[config.mk]
export PLATFORM = sky130hd
export DESIGN_NAME = hzc_ctl
export DESIGN_NICKNAME = d
export VERILOG_FILES = /design/src/rtl/hzc_pkg.sv /design/src/rtl/hzc_decode.sv /design/src/rtl/hzc_loaduse.sv /design/src/rtl/hzc_redirect.sv /design/src/rtl/hzc_halt.sv /design/src/rtl/hzc_ctl.sv
export SDC_FILE = /design/constraint.sdc
export NUM_CORES = 1
export LEC_CHECK = 0
export BUFFER_PORTS_ARGS = -buffer_cell sky130_fd_sc_hd__buf_4
export CAP_MARGIN = 20
export CORE_ASPECT_RATIO = 0.7
export CORE_MARGIN = 2
export CORE_UTILIZATION = 37
export DETAILED_ROUTE_END_ITERATION = 10
export HOLD_SLACK_MARGIN = 0.05
export PLACE_DENSITY = 0.92
export SLEW_MARGIN = 25
export SYNTH_ARGS = -nofsm -noshare
export SYNTH_HDL_FRONTEND = slang
export SYNTH_SLANG_ARGS = --single-unit
[constraint.sdc]
create_clock -name clk -period 2.1 [get_ports clk]
set_input_delay 0.21 -clock clk [delete_from_list [all_inputs] [get_ports clk]]
set_output_delay 0.21 -clock clk [all_outputs]
set_load 0.02 [all_outputs]
[src/rtl/hzc_pkg.sv]
package hzc_pkg;

    localparam int OP_W   = 3;
    localparam int REG_W  = 3;
    localparam int NSRC   = 2;
    localparam int CTL_W  = OP_W + NSRC * REG_W;

    typedef enum logic [OP_W-1:0] {
        OP_ADD  = 3'd0,
        OP_NOR  = 3'd1,
        OP_LW   = 3'd2,
        OP_SW   = 3'd3,
        OP_BEQ  = 3'd4,
        OP_RSV  = 3'd5,
        OP_HALT = 3'd6,
        OP_NOOP = 3'd7
    } op_e;

    typedef enum logic [1:0] {
        PCS_SEQ      = 2'd0,
        PCS_HOLD     = 2'd1,
        PCS_REDIRECT = 2'd2
    } pcsel_e;

    // Source operands of a consumer: index 0 is the first field, 1 the second.
    typedef struct packed {
        logic [NSRC-1:0]            used;
        logic [NSRC-1:0][REG_W-1:0] src;
    } srcs_t;

    function automatic logic reads_first(op_e op);
        case (op)
            OP_ADD, OP_NOR, OP_LW, OP_SW, OP_BEQ: return 1'b1;
            default:                              return 1'b0;
        endcase
    endfunction

    function automatic logic reads_second(op_e op);
        case (op)
            OP_ADD, OP_NOR, OP_SW, OP_BEQ: return 1'b1;
            default:                       return 1'b0;
        endcase
    endfunction

endpackage

[src/rtl/hzc_decode.sv]
module hzc_decode
    import hzc_pkg::*;
(
    input  logic [CTL_W-1:0] ctl_i,
    output srcs_t            srcs_o
);
    op_e op;

    always_comb begin
        op = op_e'(ctl_i[CTL_W-1 -: OP_W]);
        srcs_o.used[0] = reads_first(op);
        srcs_o.used[1] = reads_second(op);
        srcs_o.src[0]  = ctl_i[2*REG_W-1 -: REG_W];
        srcs_o.src[1]  = ctl_i[REG_W-1:0];
    end
endmodule

[src/rtl/hzc_loaduse.sv]
module hzc_loaduse
    import hzc_pkg::*;
(
    input  logic [OP_W-1:0]  prod_op,
    input  logic [REG_W-1:0] prod_dst,
    input  srcs_t            cons,
    output logic             lu_req
);
    logic [NSRC-1:0] hit;

    for (genvar k = 0; k < NSRC; k++) begin : g_src
        assign hit[k] = cons.used[k] && (cons.src[k] == prod_dst);
    end

    assign lu_req = (op_e'(prod_op) == OP_LW) && (|hit);
endmodule

[src/rtl/hzc_redirect.sv]
module hzc_redirect
    import hzc_pkg::*;
#(
    parameter int PC_W = 16
) (
    input  logic [OP_W-1:0] exmem_op,
    input  logic            br_eq_i,
    input  logic            lu_req,
    input  logic [PC_W-1:0] pc_i,
    input  logic [PC_W-1:0] tgt_i,
    output logic [PC_W-1:0] next_pc_o,
    output pcsel_e          sel_o,
    output logic            stall_o,
    output logic            kill_ifid_o,
    output logic            kill_idex_o,
    output logic            kill_exmem_o
);
    logic taken;

    always_comb begin
        taken        = (op_e'(exmem_op) == OP_BEQ) && br_eq_i;
        stall_o      = lu_req && !taken;
        kill_ifid_o  = taken;
        kill_idex_o  = taken || lu_req;
        kill_exmem_o = taken;
        if (taken) begin
            sel_o     = PCS_REDIRECT;
            next_pc_o = tgt_i;
        end else if (lu_req) begin
            sel_o     = PCS_HOLD;
            next_pc_o = pc_i;
        end else begin
            sel_o     = PCS_SEQ;
            next_pc_o = pc_i + PC_W'(1);
        end
    end
endmodule

[src/rtl/hzc_halt.sv]
module hzc_halt
    import hzc_pkg::*;
(
    input  logic            clk,
    input  logic            rst,
    input  logic [OP_W-1:0] memwb_op,
    output logic            halt_o
);
    logic seen_q;
    logic at_end;

    assign at_end = (op_e'(memwb_op) == OP_HALT);

    always_ff @(posedge clk) begin
        if (rst)         seen_q <= 1'b0;
        else if (at_end) seen_q <= 1'b1;
    end

    assign halt_o = seen_q || at_end;
endmodule

[src/rtl/hzc_ctl.sv]
module hzc_ctl
    import hzc_pkg::*;
#(
    parameter int PC_W = 16
) (
    input  logic             clk,
    input  logic             rst,
    input  logic [CTL_W-1:0] ifid_ctl,
    input  logic [OP_W-1:0]  idex_op,
    input  logic [REG_W-1:0] idex_dst,
    input  logic [OP_W-1:0]  exmem_op,
    input  logic [OP_W-1:0]  memwb_op,
    input  logic             br_eq_i,
    input  logic [PC_W-1:0]  br_target_i,
    input  logic [PC_W-1:0]  pc_i,
    output logic [PC_W-1:0]  next_pc_o,
    output logic [1:0]       pc_sel_o,
    output logic             stall_o,
    output logic             kill_ifid_o,
    output logic             kill_idex_o,
    output logic             kill_exmem_o,
    output logic             halt_o
);
    srcs_t  cons;
    logic   lu_req;
    pcsel_e sel;

    hzc_decode u_dec (
        .ctl_i  (ifid_ctl),
        .srcs_o (cons)
    );

    hzc_loaduse u_lu (
        .prod_op  (idex_op),
        .prod_dst (idex_dst),
        .cons     (cons),
        .lu_req   (lu_req)
    );

    hzc_redirect #(.PC_W(PC_W)) u_rd (
        .exmem_op     (exmem_op),
        .br_eq_i      (br_eq_i),
        .lu_req       (lu_req),
        .pc_i         (pc_i),
        .tgt_i        (br_target_i),
        .next_pc_o    (next_pc_o),
        .sel_o        (sel),
        .stall_o      (stall_o),
        .kill_ifid_o  (kill_ifid_o),
        .kill_idex_o  (kill_idex_o),
        .kill_exmem_o (kill_exmem_o)
    );

    assign pc_sel_o = sel;

    hzc_halt u_halt (
        .clk      (clk),
        .rst      (rst),
        .memwb_op (memwb_op),
        .halt_o   (halt_o)
    );
endmodule

* After elaboration in Yosys (flattened, before gate mapping) *
Index checks and enable logic that the tools add are counted.

operators by class
  $add $sub $neg = 1
  multiply operators = 0
  divide/modulo/power cells = 0
  $lt $le $gt $ge = 0
  equality and inequality tests = 9
  shift-type cells = 0
  multiplexer cells = 6
  bitwise operators = 0
  reductions and logical operators = 12

operators with widths
  kind                                                              count
  16-bit two-way mux                                                2
  16-bit by 1-bit adder with 16-bit output (second input constant)  1
  3-bit by 2-bit == test with 1-bit output (second input constant)  3
  3-bit == test (second input constant)                             3
  3-bit == test                                                     2
  1-bit logical AND                                                 5
  5-bit OR reduction                                                1
  4-bit OR reduction                                                1
  3-bit by 1-bit == test with 1-bit output (second input constant)  1
  3-bit zero test                                                   1
  1-bit two-way mux                                                 3
  1-bit logical OR                                                  2
  2-bit two-way mux                                                 1
  2-bit OR reduction                                                1
  1-bit zero test                                                   1

storage, ports and cells
  bits in registers = 1
  latch bits = 0
  bits in writable memories = 0
  ROM bits = 0
  input port bits = 56
  output and inout port bits = 23
  word-level logic and storage cells = 29
  memories = 0

* Depth between registers and ports, before layout *
  depth after elaboration = 8
  mapped depth = 7
  mapped depth without buffers = 6

* By module *
Synthesis repeated with hierarchy kept, for this count alone.

unflattened totals
  cells, all modules = 111
  area, all modules = 780.7 sq um

modules (own cells, without submodules)
  module        times used  cells each  area each (sq um)  sequential area each (sq um)
  hzc_redirect  1           87          586.8              0.0
  hzc_loaduse   1           11          77.6               0.0
  hzc_decode    1           8           60.1               0.0
  hzc_halt      1           5           56.3               20.0

* Least setup slack after synthesis *
Ideal clock, no wire load.

  kind = input -> output
  start = input idex_dst[2]
  end = output next_pc_o[1]
  data arrival time = 1.668 ns
  data required time = 1.890 ns
  path slack = 0.222 ns
  cell stages on the path = 5
  buffers on the path = 0
  path through = xor2_1 a2111oi_2 o211ai_1 mux2i_1 o21ai_0

on the way
  cells in the longest elaborated chain, start to end = 6
  elaborated cells on any way between the ends = 8
  classes of those cells = 2 x eq/ne; 2 x mux; 4 x reduce/logical

ends and longest elaborated chain
  item                  line                RTL
  from (decl)           hzc_ctl.sv:10       input logic [REG_W-1:0] idex_dst,
  3-bit == test         hzc_loaduse.sv:12   assign hit[k] = cons.used[k] && (cons.src[k] == prod_dst);
  1-bit logical AND     hzc_loaduse.sv:12
  2-bit OR reduction *  hzc_loaduse.sv:15   assign lu_req = (op_e'(prod_op) == OP_LW) && (|hit);
  1-bit logical AND *   hzc_loaduse.sv:15
  16-bit two-way mux *  hzc_redirect.sv:29  end else if (lu_req) begin
  16-bit two-way mux *  hzc_redirect.sv:26  if (taken) begin
  to (decl)             hzc_ctl.sv:16       output logic [PC_W-1:0] next_pc_o,

Mark *: on every way between the ends. The rest lies on a longest branch, timed or not.

* Worst setup path in the final report *
  start = input idex_dst[0]
  end = output next_pc_o[13]

Same word-level chain as after synthesis.

==> results.txt <==
Main synth FF type: dfxtp_1
post-route setup slack: 0.0777 ns
total power: 271 uW
Logic pwr share: 92.4%
first-pass GRT wire length: 3750 um
Critical Path RT: 1.89 ns
Place WS: 0.0805 ns
Site Rows: 13
cell area after placement: 1300 um2
RSZ-0062 raised after global routing: yes
area share of the largest cell type after synthesis: 10.5%
vias in the first global route: 936
vias: 1,192
Critical Path Start Type: input pin
Tmin final: 2.02 ns
most frequent CP cell: buf_4
Hold Path Class: input pin to flop
power per standard cell area: 207 nW/um2
max incr delay on CP: 0.53 ns
Max VDD drop: 0.182 mV
Synth Cell Area: 716 um2
GRT Resource Usage Total: 20.3%
CP arrival: 1.81 ns
n_diodes: 0
DRC: 0
CP Class: input pin to primary output
starting density of the core: 38.9%
Distinct cells, synth: 32
final hold vios: 0
TNS Setup: 0 ns
die height: 40.8 um
family with the most delay on the worst path: simple AND/OR/NAND/NOR gates
post-route cell area: 1310 um2
largest net degree at the start of global routing: 27
Placer Congestion: 0.807
Biggest register: u_halt.seen_q
synth cell count leaders: 20 x nor2_1, 14 x nand2_1, 13 x nand3_1
Max Fanout on Critical Path: 26
Max stage delay cell, worst path: or4_1
max-cap violation count: 0
Pre-antenna DRT Iters: 4
EDFF count, synth: 0
Switching Fraction: 43.4%
fin crit share: 96.3%
I/O Buffers: 78
Die X: 56.6 um
Core Util, Final: 71.5%
post-synthesis async set-or-reset flop share: 0%
status: completed
Total Wirelength: 2700 um
Syn Inst Count: 119
Relative slew margins: 65.1%
register area share after synthesis: 2.80%
Vias/cell: 5.54
leakage: 0.000629 uW
core area: 1840 um2
flops & latches, synth: 1
cts hold-fix bufs: 0
post-route ant nets: 0
switching pwr: 118 uW
total grt overflow: 0
worst-margin pin slew: 0.522 ns
HPWL Detailed: 2270 um
syn avg cell area: 6.01 um2
CP cell instances: buf_4 -> xor2_1 -> nor3_1 -> o211a_4 -> or4_1 -> a31oi_1 -> buf_4
Area growth syn-to-layout: 83.6%
biggest regs: u_halt.seen_q x1
Sequential Power Share: 7.6%
Post-Route Skew: 0 ns
synth top area cells: nor2_1 10%, nand3_1 9.1%, a31oi_1 7.9%, nand2_1 7.3%, xor2_1 7.3%
initial antenna violation count: 0
clock share of power: 0%
CP Buf/Inv Count: 2
endpoints failing setup: 0
Final nets: 252
syn nets: 176
Ports: 79
Die ar.: 2310 um2
Iter 0 DRT Violations: 32
Skew-Pair Late Insertion Delay: 0 ns
Syn. warnings: 0
maximum clock frequency: 494 MHz
cell with the most instances after synthesis: nor2_1
CTS clk-pin slew, worst paths: 0 ns
dominant cell type by area after synthesis: nor2_1
layout cell share with drive strength beyond 1: 44.6%
final slew viol count: 0
P_int: 154 uW
WL per Instance: 12.6 um
max reg flops: 1
Setup crit end kind: primary output
==> area by class of cell <==
| cell class | instances | area, um2 |
|---|---|---|
| fill | 166 | 524 |
| inverter | 4 | 15.0 |
| multi-input combinational | 106 | 636 |
| sequential | 1 | 20.0 |
| tap | 22 | 27.5 |
| timing repair buffer | 82 | 616 |
==> worst paths after layout <==
path                                                   end  slack, ns                        from  depth (start not counted)
worst max-delay path                         next_pc_o[13]       0.08                 idex_dst[0]                          7
worst min-delay path            u_halt.seen_q$_SDFFE_PP0P_       0.38                         rst                          2
worst max register to register  u_halt.seen_q$_SDFFE_PP0P_       1.42  u_halt.seen_q$_SDFFE_PP0P_                          2
worst min register to register  u_halt.seen_q$_SDFFE_PP0P_       0.58  u_halt.seen_q$_SDFFE_PP0P_                          2
==> cell usage in the layout (no fill, tap or decap), types with 3 or more instances in the layout <==
cell / count
a31oi_1: 9
buf_4: 82
inv_1: 4
nand2_1: 14
nand3_1: 13
nand4_1: 3
nor2_1: 20
o211ai_1: 3
o21ai_0: 6
o311ai_0: 3
o31ai_1: 4
or3_1: 5
or4_1: 6
xor2_1: 5
==> worst register-to-register path, stage by stage, from the launching register on <==
cell and delay [ns]:
dfxtp_1 0.27, o21bai_1 0.15, nor2b_1 0.14
==> cell families (layout without fill, tap and decap cells) <==
logic type | Yosys count | in the layout | share of synthesized area [%]
AND/OR/NAND/NOR | 67 | 67 | 46.0
AO/OA/AOI/OAI | 30 | 30 | 30.1
buffers and inverters | 12 | 86 | 9.44
XOR/XNOR | 7 | 7 | 8.57
adder cells (fa/ha/maj) | 1 | 1 | 1.75
multiplexers | 1 | 1 | 1.40
flip-flops | 1 | 1 | 2.80
==> metal layers <==
metal | up-vias | share of wire [%] | GRT usage (%)
met5 | - | 0 | 0
met4 | 0 | 0 | 0.595
met3 | 0 | 6.5 | 0.946
met2 | 53 | 57 | 45.6
met1 | 545 | 37 | 23.2
li1 | 594 | - | -
==> power groups by stage <==
stage | clock network, uW | logic (uW) | registers (uW)
floorplan | 0 | 103 | 20.5
global placement | 0 | 242 | 20.6
detailed placement | 0 | 249 | 20.6
CTS | 0 | 250 | 20.6
global route | 0 | 270 | 20.7
finish | 0 | 251 | 20.6
==> per-stage QoR <==
step	hold WS, ns	instances
after floorplan	0.282	119
after global placement	0.367	214
after detailed placement	0.379	214
after CTS	0.378	214
after global routing	0.385	215
final	0.376	215
==> repair_timing <==
action,4_1_cts,5_1_grt
setup buffers,0,1
setup endpoints to repair,0,4
resized for setup,0,1
endpoints found under the hold margin,0,0
(Power assumes the default switching activity.)
